File: src/rtl/flash_cmd_pkg.sv
package flash_cmd_pkg;

  typedef enum logic [2:0] {
    ST_IDLE,
    ST_PGM_SETUP,
    ST_ERS_SETUP,
    ST_PGM_BUSY,
    ST_ERS_BUSY,
    ST_PGM_SUSP
  } fsm_state_e;

  typedef enum logic [1:0] {
    RM_ARRAY,
    RM_STATUS,
    RM_SIG
  } rd_mode_e;

  typedef struct packed {
    logic ers_err;
    logic pgm_err;
    logic vpp_err;
    logic prot_err;
  } err_set_t;

  localparam logic [7:0] CMD_PGM_A   = 8'h40;
  localparam logic [7:0] CMD_PGM_B   = 8'h10;
  localparam logic [7:0] CMD_ERS_A   = 8'h20;
  localparam logic [7:0] CMD_ERS_B   = 8'h32;
  localparam logic [7:0] CMD_CONFIRM = 8'hD0;
  localparam logic [7:0] CMD_SUSPEND = 8'hB0;
  localparam logic [7:0] CMD_STATUS  = 8'h70;
  localparam logic [7:0] CMD_ARRAY   = 8'hFF;
  localparam logic [7:0] CMD_SIG     = 8'h90;
  localparam logic [7:0] CMD_CLR     = 8'h50;

endpackage

File: src/rtl/flash_op_timer.sv
module flash_op_timer #(
  parameter int CYCLES = 16
) (
  input  logic clk_i,
  input  logic rst_ni,
  input  logic load_i,
  input  logic run_i,
  output logic done_o
);
  localparam int CNT_W = $clog2(CYCLES + 1);

  logic [CNT_W-1:0] cnt_q;

  always_ff @(posedge clk_i or negedge rst_ni) begin
    if (!rst_ni)                      cnt_q <= '0;
    else if (load_i)                  cnt_q <= CNT_W'(CYCLES);
    else if (run_i && cnt_q != '0)    cnt_q <= cnt_q - 1'b1;
  end

  assign done_o = run_i && (cnt_q == CNT_W'(1));

  // the owner must drop run once the operation completes
  p_done_single_r2: assert property (@(posedge clk_i) disable iff (!rst_ni)
    done_o |=> !done_o);

endmodule

File: src/rtl/flash_status_reg.sv
module flash_status_reg
  import flash_cmd_pkg::*;
(
  input  logic       clk_i,
  input  logic       rst_ni,
  input  err_set_t   set_i,
  input  logic       clr_i,
  input  logic       ready_i,
  input  logic       ers_susp_i,
  input  logic       pgm_susp_i,
  output logic [7:0] sr_o,
  output logic       op_err_o
);
  err_set_t err_q;

  always_ff @(posedge clk_i or negedge rst_ni) begin
    if (!rst_ni)    err_q <= '0;
    else if (clr_i) err_q <= set_i;
    else            err_q <= err_q | set_i;
  end

  assign sr_o = {ready_i, ers_susp_i, err_q.ers_err, err_q.pgm_err,
                 err_q.vpp_err, pgm_susp_i, err_q.prot_err, 1'b0};
  assign op_err_o = err_q.pgm_err | err_q.ers_err;

  p_err_sticky_r12: assert property (@(posedge clk_i) disable iff (!rst_ni)
    (sr_o[5:4] != 2'b00 && !clr_i) |=> (sr_o[5:4] != 2'b00));

  p_err_clear_r12: assert property (@(posedge clk_i) disable iff (!rst_ni)
    (clr_i && set_i == '0) |=> (sr_o[5:3] == 3'b000 && sr_o[1] == 1'b0));

endmodule

File: src/rtl/flash_read_sel.sv
module flash_read_sel
  import flash_cmd_pkg::*;
#(
  parameter int          BLK_W  = 3,
  parameter logic [7:0]  MFR_ID = 8'h20,
  parameter logic [7:0]  DEV_ID = 8'h28
) (
  input  logic             clk_i,
  input  logic             rst_ni,
  input  logic             rd_i,
  input  rd_mode_e         rmode_i,
  input  logic [BLK_W-1:0] rblk_i,
  input  logic             sig_sel_i,
  input  logic [7:0]       arr_rdata_i,
  input  logic [7:0]       sr_i,
  input  logic             ers_susp_i,
  input  logic [BLK_W-1:0] ers_blk_i,
  output logic [7:0]       rd_data_o
);
  logic [7:0] sel_d;

  always_comb begin
    unique case (rmode_i)
      RM_ARRAY:  sel_d = (ers_susp_i && rblk_i == ers_blk_i) ? sr_i : arr_rdata_i;
      RM_SIG:    sel_d = sig_sel_i ? DEV_ID : MFR_ID;
      default:   sel_d = sr_i;
    endcase
  end

  always_ff @(posedge clk_i or negedge rst_ni) begin
    if (!rst_ni)   rd_data_o <= '0;
    else if (rd_i) rd_data_o <= sel_d;
  end

endmodule

File: src/rtl/flash_cmd_fsm.sv
module flash_cmd_fsm
  import flash_cmd_pkg::*;
#(
  parameter int ADDR_W = 19,
  parameter int BLK_W  = 3
) (
  input  logic                   clk_i,
  input  logic                   rst_ni,
  input  logic                   wr_i,
  input  logic [ADDR_W-1:0]      addr_i,
  input  logic [7:0]             wdata_i,
  input  logic [(1<<BLK_W)-1:0]  wp_i,
  input  logic                   vpp_ok_i,
  input  logic                   op_err_i,
  input  logic                   pgm_done_i,
  input  logic                   ers_done_i,
  output logic                   ready_o,
  output logic                   pgm_susp_o,
  output logic                   ers_susp_o,
  output rd_mode_e               rmode_o,
  output err_set_t               err_set_o,
  output logic                   clr_o,
  output logic                   pgm_load_o,
  output logic                   ers_load_o,
  output logic                   pgm_run_o,
  output logic                   ers_run_o,
  output logic                   pgm_req_o,
  output logic [ADDR_W-1:0]      pgm_addr_o,
  output logic [7:0]             pgm_data_o,
  output logic                   ers_req_o,
  output logic [BLK_W-1:0]       ers_blk_o
);
  fsm_state_e        state_q, state_d;
  rd_mode_e          rmode_q, rmode_d;
  logic              ers_susp_q, ers_susp_d;
  logic [BLK_W-1:0]  ers_blk_q, ers_blk_d;
  logic [ADDR_W-1:0] pgm_addr_q, pgm_addr_d;
  logic [7:0]        pgm_data_q, pgm_data_d;
  logic              pgm_req_q, pgm_req_d, ers_req_q, ers_req_d;
  logic [BLK_W-1:0]  wblk;

  assign wblk = addr_i[ADDR_W-1 -: BLK_W];

  always_comb begin
    state_d    = state_q;
    rmode_d    = rmode_q;
    ers_susp_d = ers_susp_q;
    ers_blk_d  = ers_blk_q;
    pgm_addr_d = pgm_addr_q;
    pgm_data_d = pgm_data_q;
    pgm_req_d  = 1'b0;
    ers_req_d  = 1'b0;
    err_set_o  = '0;
    clr_o      = 1'b0;
    pgm_load_o = 1'b0;
    ers_load_o = 1'b0;
    unique case (state_q)
      ST_IDLE: if (wr_i) begin
        case (wdata_i)
          CMD_ARRAY:  rmode_d = RM_ARRAY;
          CMD_STATUS: rmode_d = RM_STATUS;
          CMD_SIG:    rmode_d = RM_SIG;
          CMD_CLR:    clr_o   = 1'b1;
          CMD_PGM_A, CMD_PGM_B: if (!op_err_i) state_d = ST_PGM_SETUP;
          CMD_ERS_A, CMD_ERS_B: if (!op_err_i && !ers_susp_q) state_d = ST_ERS_SETUP;
          CMD_CONFIRM: if (ers_susp_q) begin
            state_d    = ST_ERS_BUSY;
            ers_susp_d = 1'b0;
            rmode_d    = RM_STATUS;
          end
          default: ;
        endcase
      end
      ST_PGM_SETUP: if (wr_i) begin
        state_d = ST_IDLE;
        rmode_d = RM_STATUS;
        if (!vpp_ok_i)  begin err_set_o.vpp_err  = 1'b1; err_set_o.pgm_err = 1'b1; end
        if (wp_i[wblk]) begin err_set_o.prot_err = 1'b1; err_set_o.pgm_err = 1'b1; end
        if (ers_susp_q && wblk == ers_blk_q) err_set_o.pgm_err = 1'b1;
        if (!err_set_o.pgm_err) begin
          state_d    = ST_PGM_BUSY;
          pgm_addr_d = addr_i;
          pgm_data_d = wdata_i;
          pgm_load_o = 1'b1;
        end
      end
      ST_ERS_SETUP: if (wr_i) begin
        state_d = ST_IDLE;
        rmode_d = RM_STATUS;
        if (wdata_i != CMD_CONFIRM) begin
          err_set_o.ers_err = 1'b1;
          err_set_o.pgm_err = 1'b1;
        end else begin
          if (!vpp_ok_i)  begin err_set_o.vpp_err  = 1'b1; err_set_o.ers_err = 1'b1; end
          if (wp_i[wblk]) begin err_set_o.prot_err = 1'b1; err_set_o.ers_err = 1'b1; end
          if (!err_set_o.ers_err) begin
            state_d    = ST_ERS_BUSY;
            ers_blk_d  = wblk;
            ers_load_o = 1'b1;
          end
        end
      end
      ST_PGM_BUSY: begin
        if (pgm_done_i) begin
          state_d   = ST_IDLE;
          pgm_req_d = 1'b1;
        end else if (wr_i) begin
          if (wdata_i == CMD_STATUS) rmode_d = RM_STATUS;
          if (wdata_i == CMD_SUSPEND && !ers_susp_q) begin
            state_d = ST_PGM_SUSP;
            rmode_d = RM_STATUS;
          end
        end
      end
      ST_ERS_BUSY: begin
        if (ers_done_i) begin
          state_d   = ST_IDLE;
          ers_req_d = 1'b1;
        end else if (wr_i) begin
          if (wdata_i == CMD_STATUS) rmode_d = RM_STATUS;
          if (wdata_i == CMD_SUSPEND) begin
            state_d    = ST_IDLE;
            ers_susp_d = 1'b1;
            rmode_d    = RM_STATUS;
          end
        end
      end
      ST_PGM_SUSP: if (wr_i) begin
        case (wdata_i)
          CMD_ARRAY:  rmode_d = RM_ARRAY;
          CMD_STATUS: rmode_d = RM_STATUS;
          CMD_SIG:    rmode_d = RM_SIG;
          CMD_CONFIRM: begin
            state_d = ST_PGM_BUSY;
            rmode_d = RM_STATUS;
          end
          default: ;
        endcase
      end
      default: state_d = ST_IDLE;
    endcase
  end

  always_ff @(posedge clk_i or negedge rst_ni) begin
    if (!rst_ni) begin
      state_q    <= ST_IDLE;
      rmode_q    <= RM_ARRAY;
      ers_susp_q <= 1'b0;
      ers_blk_q  <= '0;
      pgm_addr_q <= '0;
      pgm_data_q <= '0;
      pgm_req_q  <= 1'b0;
      ers_req_q  <= 1'b0;
    end else begin
      state_q    <= state_d;
      rmode_q    <= rmode_d;
      ers_susp_q <= ers_susp_d;
      ers_blk_q  <= ers_blk_d;
      pgm_addr_q <= pgm_addr_d;
      pgm_data_q <= pgm_data_d;
      pgm_req_q  <= pgm_req_d;
      ers_req_q  <= ers_req_d;
    end
  end

  assign ready_o    = !(state_q == ST_PGM_BUSY || state_q == ST_ERS_BUSY);
  assign pgm_susp_o = (state_q == ST_PGM_SUSP);
  assign ers_susp_o = ers_susp_q;
  assign rmode_o    = rmode_q;
  assign pgm_run_o  = (state_q == ST_PGM_BUSY);
  assign ers_run_o  = (state_q == ST_ERS_BUSY);
  assign pgm_req_o  = pgm_req_q;
  assign pgm_addr_o = pgm_addr_q;
  assign pgm_data_o = pgm_data_q;
  assign ers_req_o  = ers_req_q;
  assign ers_blk_o  = ers_blk_q;

  p_susp_excl_r6: assert property (@(posedge clk_i) disable iff (!rst_ni)
    !(ers_susp_q && state_q == ST_ERS_BUSY));

  p_req_pulse_r2: assert property (@(posedge clk_i) disable iff (!rst_ni)
    pgm_req_q |=> !pgm_req_q);

  p_req_excl_r3: assert property (@(posedge clk_i) disable iff (!rst_ni)
    !(pgm_req_q && ers_req_q));

  p_bad_confirm_r4: assert property (@(posedge clk_i) disable iff (!rst_ni)
    (state_q == ST_ERS_SETUP && wr_i && wdata_i != CMD_CONFIRM)
      |=> (state_q == ST_IDLE && !ers_req_q));

  p_busy_ignore_r5: assert property (@(posedge clk_i) disable iff (!rst_ni)
    (state_q == ST_ERS_BUSY && wr_i && wdata_i == CMD_ARRAY) |=> rmode_q == RM_STATUS);

endmodule

File: src/rtl/flash_cmd_ctrl.sv
module flash_cmd_ctrl
  import flash_cmd_pkg::*;
#(
  parameter int         ADDR_W     = 19,
  parameter int         BLK_W      = 3,
  parameter int         PGM_CYCLES = 16,
  parameter int         ERS_CYCLES = 64,
  parameter logic [7:0] MFR_ID     = 8'h20,
  parameter logic [7:0] DEV_ID     = 8'h28
) (
  input  logic                  clk_i,
  input  logic                  rst_ni,
  input  logic                  wr_i,
  input  logic                  rd_i,
  input  logic [ADDR_W-1:0]     addr_i,
  input  logic [7:0]            wdata_i,
  input  logic [7:0]            arr_rdata_i,
  input  logic [(1<<BLK_W)-1:0] wp_i,
  input  logic                  vpp_ok_i,
  output logic [7:0]            rd_data_o,
  output logic                  pgm_req_o,
  output logic [ADDR_W-1:0]     pgm_addr_o,
  output logic [7:0]            pgm_data_o,
  output logic                  ers_req_o,
  output logic [BLK_W-1:0]      ers_blk_o
);
  logic       ready, pgm_susp, ers_susp, clr, op_err;
  logic       pgm_load, ers_load, pgm_run, ers_run, pgm_done, ers_done;
  rd_mode_e   rmode;
  err_set_t   err_set;
  logic [7:0] sr;

  flash_cmd_fsm #(.ADDR_W(ADDR_W), .BLK_W(BLK_W)) u_fsm (
    .clk_i, .rst_ni, .wr_i, .addr_i, .wdata_i, .wp_i, .vpp_ok_i,
    .op_err_i(op_err), .pgm_done_i(pgm_done), .ers_done_i(ers_done),
    .ready_o(ready), .pgm_susp_o(pgm_susp), .ers_susp_o(ers_susp),
    .rmode_o(rmode), .err_set_o(err_set), .clr_o(clr),
    .pgm_load_o(pgm_load), .ers_load_o(ers_load),
    .pgm_run_o(pgm_run), .ers_run_o(ers_run),
    .pgm_req_o, .pgm_addr_o, .pgm_data_o, .ers_req_o, .ers_blk_o
  );

  flash_op_timer #(.CYCLES(PGM_CYCLES)) u_pgm_tmr (
    .clk_i, .rst_ni, .load_i(pgm_load), .run_i(pgm_run), .done_o(pgm_done)
  );

  flash_op_timer #(.CYCLES(ERS_CYCLES)) u_ers_tmr (
    .clk_i, .rst_ni, .load_i(ers_load), .run_i(ers_run), .done_o(ers_done)
  );

  flash_status_reg u_sr (
    .clk_i, .rst_ni, .set_i(err_set), .clr_i(clr), .ready_i(ready),
    .ers_susp_i(ers_susp), .pgm_susp_i(pgm_susp), .sr_o(sr), .op_err_o(op_err)
  );

  flash_read_sel #(.BLK_W(BLK_W), .MFR_ID(MFR_ID), .DEV_ID(DEV_ID)) u_rd (
    .clk_i, .rst_ni, .rd_i, .rmode_i(rmode),
    .rblk_i(addr_i[ADDR_W-1 -: BLK_W]), .sig_sel_i(addr_i[0]),
    .arr_rdata_i, .sr_i(sr), .ers_susp_i(ers_susp), .ers_blk_i(ers_blk_o),
    .rd_data_o
  );

  p_req_after_busy_r2: assert property (@(posedge clk_i) disable iff (!rst_ni)
    $rose(pgm_req_o) |-> !$past(sr[7]));

  p_status_read_r8: assert property (@(posedge clk_i) disable iff (!rst_ni)
    (rd_i && rmode == RM_STATUS) |=> rd_data_o == $past(sr));

  p_sr0_zero_r9: assert property (@(posedge clk_i) disable iff (!rst_ni)
    rd_i |=> rd_data_o[0] == 1'b0 || $past(rmode) != RM_STATUS);

endmodule

File: config.mk
export PLATFORM = sky130hd
export DESIGN_NAME = flash_cmd_ctrl
export DESIGN_NICKNAME = d
export VERILOG_FILES = /design/src/rtl/flash_cmd_pkg.sv /design/src/rtl/flash_op_timer.sv /design/src/rtl/flash_status_reg.sv /design/src/rtl/flash_read_sel.sv /design/src/rtl/flash_cmd_fsm.sv /design/src/rtl/flash_cmd_ctrl.sv
export SDC_FILE = /design/constraint.sdc
export NUM_CORES = 1
export LEC_CHECK = 0
export ABC_AREA = 1
export BUFFER_PORTS_ARGS = -buffer_cell sky130_fd_sc_hd__buf_4
export CAP_MARGIN = 20
export CORE_ASPECT_RATIO = 1.25
export CORE_MARGIN = 10
export CORE_UTILIZATION = 59
export CTS_BUF_LIST = sky130_fd_sc_hd__clkbuf_4 sky130_fd_sc_hd__clkbuf_8
export CTS_CLUSTER_DIAMETER = 60
export CTS_CLUSTER_SIZE = 16
export DETAILED_ROUTE_END_ITERATION = 10
export PLACE_DENSITY_LB_ADDON = 0.25
export SYNTH_ARGS = -nofsm -noshare
export SYNTH_HDL_FRONTEND = slang
export SYNTH_SLANG_ARGS = --single-unit
File: constraint.sdc
create_clock -name clk_i -period 2.14 [get_ports clk_i]
set_input_delay 0.321 -clock clk_i [delete_from_list [all_inputs] [get_ports clk_i]]
set_output_delay 0.321 -clock clk_i [all_outputs]
set_load 0.02 [all_outputs]
==> results by group <==
Setup path
  • CP Launch Type: flop
  • R2R Path End: u_fsm.rmode_o[0]
  • CP max FO: 7
  • Buf/Inv on CP: 0
  • Worst setup EP type: flop
  • R2R depth: 10
  • Largest delay contributor family on the critical path: simple AND/OR/NAND/NOR gates
  • Worst EP required: between 2 and 2.5 ns
  • CP arrival: between 1.5 and 2 ns
  • CP max stage delay: 0.45 ns
  • Critical Path Start: u_fsm.state_q[0]
  • FF-to-FF Start: u_fsm.state_q[0]
  • Critical path type: reg2reg
  • CP cell instances: nor2_1, nand2_1, nand2_1, nand2_1, o21ai_0, o21ai_0, nand2_1, nor2_1, o21ai_0, nand2_1
  • Most used cell, CP: nand2_1
  • R2R Setup Slk: 0.39 ns
  • CP max stage cell: dfrtp_1

Timing
  • Worst hold slack: approximately 0.064 ns
  • Worst-margin pin slew: between 0.7 and 0.8 ns
  • Final Critical Period: 1.75 ns
  • Slew margin rel.: 0.479
  • Max Freq: between 0.5 and 0.6 GHz
  • Final worst-path cycle share: 0.817
  • Final hold violations: 0
  • Setup TNS: 0 ns
  • Finish-stage setup viols: 0
  • Final WS setup: approximately 0.4 ns
  • RSZ-0062 raised after global routing: no
  • Worst Skew: between 0.009 and 0.01 ns
  • Final Max Tran Viols: 0

Power and ir drop
  • Peak supply drop: approximately 0.81 mV
  • PwrDens: 1220 mW/mm^2
  • Total Power: ~5.4 mW
  • P_leak: around 2.4 nW

Placement
  • RePlAce Congestion: a little over 0.9
  • Final HPWL DP: 7520 um
  • DP Worst Slack: approximately 0.36 ns
  • Dpl cells: 634
  • Port bufs: just under 90

Synth
  • Post-synth EDFFs: 0
  • Area leader, netlist: dfrtp_1
  • Library cells used by synthesis: 29
  • Commonest register cell after synthesis: dfrtp_1
  • Post-Syn Area: about 0.0035 sq mm
  • Post-synth ARST share: 1.00
  • Syn avg cell area: 7.21 sq um
  • Synth top area cells: dfrtp_1 44%, nand2_1 14%, inv_1 8.0%
  • Post-synth top area share: 0.441
  • Commonest cells in the netlist: 134 x nand2_1, 75 x inv_1, 62 x dfrtp_1
  • Sequential area share after synthesis: 0.441
  • Register bit count reported by yosys: just over 60
  • Post-Synthesis Cells: ~490
  • Syn. warnings: 0
  • Syn nets: ~540
  • Most frequent cell after synthesis: nand2_1

Clock network
  • CTS root buf: clkbuf_8
  • CTS buffer count: 9
  • Post-CTS Resized: 0
  • CTS Sinks: 62
  • Worst-Skew Late Latency: ~0.34 ns
  • H-tree level count: 3
  • CTS Hold Bufs: 0
  • CTS clock-pin slew for the worst setup and hold paths: 0.07 ns
  • Post CTS Setup Buffer Count: 0
  • CTS tree: yes
  • Buffer levels on the longest clock path: 2

Die
  • Die Ht: 106 um
  • DIE AREA: 0.00947 sq mm
  • Row Count: 31
  • Initial core utilization: 0.609
  • Core region area: 0.00578 sq mm
  • Die W: ~89 um
  • I/O Pins: just under 90

Route
  • Post-Route WL: between 9000 and 10000 um
  • Antenna Nets Post-Route: 0
  • Vias/cell: approximately 5.3
  • WL/cell: around 15 um
  • DR vias: between 3k and 4k
  • DRC viols: 0
  • Iter 0 DRT Violations: 290
  • Drt pass-1 iters: 5

Layout
  • Fill cells: ~440
  • Layout area overhead: 26.4%
  • Finished Layout Cells: 650
  • Fin nets: about 630
  • Diodes inserted: 0
  • Share of cells above drive strength 1: 0.211

GRT
  • Global-route wire length before repair: approximately 16000 um
  • Global route overflow: 0
  • Number of global-route vias before repair: around 3.5k
  • Largest net degree at the start of global routing: 63
  • Tot GR Track Use: 0.212
  • Initial antenna violation count: 0

Hold path
  • Hold Crit Class: in2async

Job
  • Max Cap Viol: 0

Run status
  • Outcome: finished clean
[logic make-up after synthesis]
| logic type | after synthesis | synth area share |
|---|---|---|
| xor+xnor | 8 | 0.0199 |
| flops | 62 | 0.441 |
| compound gates | 76 | 0.121 |
| buf+inv | 89 | 0.103 |
| fa+ha+maj | 5 | 0.0178 |
| simple gates | 248 | 0.297 |
[metrics by stage]
stage                util  instance area [sq um]
finish              0.769                   4450
global route        0.769                   4450
CTS                 0.769                   4450
detailed placement  0.730                   4220
global placement    0.730                   4220
floorplan               -                   3520
[sequential cells by signal (all words and copies together), names as in the netlist, 2 cells and up]
name              flops
u_fsm.pgm_addr_o     19
u_fsm.pgm_data_o      8
u_rd.rd_data_o        8
u_ers_tmr.cnt_q       7
u_pgm_tmr.cnt_q       5
u_sr.sr_o             4
u_fsm.ers_blk_o       3
u_fsm.state_q         3
u_fsm.rmode_o         2
[where the power goes]
group | internal [mW] | switching, mW | leakage (nW)
clock network | 0.679 | 0.457 | 0.112
logic | 0.911 | 1.46 | 1.56
registers | 1.58 | 0.315 | 0.758
[cell usage in the layout, fill, tap and decap left out, types with 7 or more instances in the layout]
master    count
nand2_1     134
buf_4        89
inv_1        75
dfrtp_1      62
nor2_1       55
o21ai_0      42
nand3_1      30
a21oi_1      16
clkbuf_8     13
nand4_1      11
nor3_1        9
xor2_1        7
[worst max-delay path by stage]
stage                          to  slack [ns]  cells after the start
3_3_place_gp   u_ers_tmr.cnt_q[3]        0.47                     11
3_5_place_dp   u_ers_tmr.cnt_q[2]        0.36                     11
2_1_floorplan  u_pgm_tmr.cnt_q[2]        0.67                     10
6_report         u_fsm.rmode_o[0]        0.39                     10
4_1_cts          u_fsm.rmode_o[0]        0.43                     10
5_1_grt          u_fsm.state_q[1]        0.21                      9
[cell type report]
cell class                 instances  area, sq um  share of cell area
inverter                          79          297              0.0667
clock inverter                     2         37.5             0.00844
tap                               66         82.6              0.0186
sequential                        62         1550               0.349
multi-input combinational        337         1600               0.361
timing repair buffer              90          688               0.155
clock buffer                      14          186              0.0419
[per-layer routing]
| layer | up-vias | wire length, um | GRT usage |
|---|---|---|---|
| li1 | 1729 | - | - |
| met1 | 1608 | 3920 | 0.244 |
| met2 | 120 | 4970 | 0.366 |
| met3 | 13 | 766 | 0.0504 |
| met4 | 0 | 165 | 0.0809 |
| met5 | - | 0 | 0 |
Note: power is estimated with default switching activity, not from simulation.
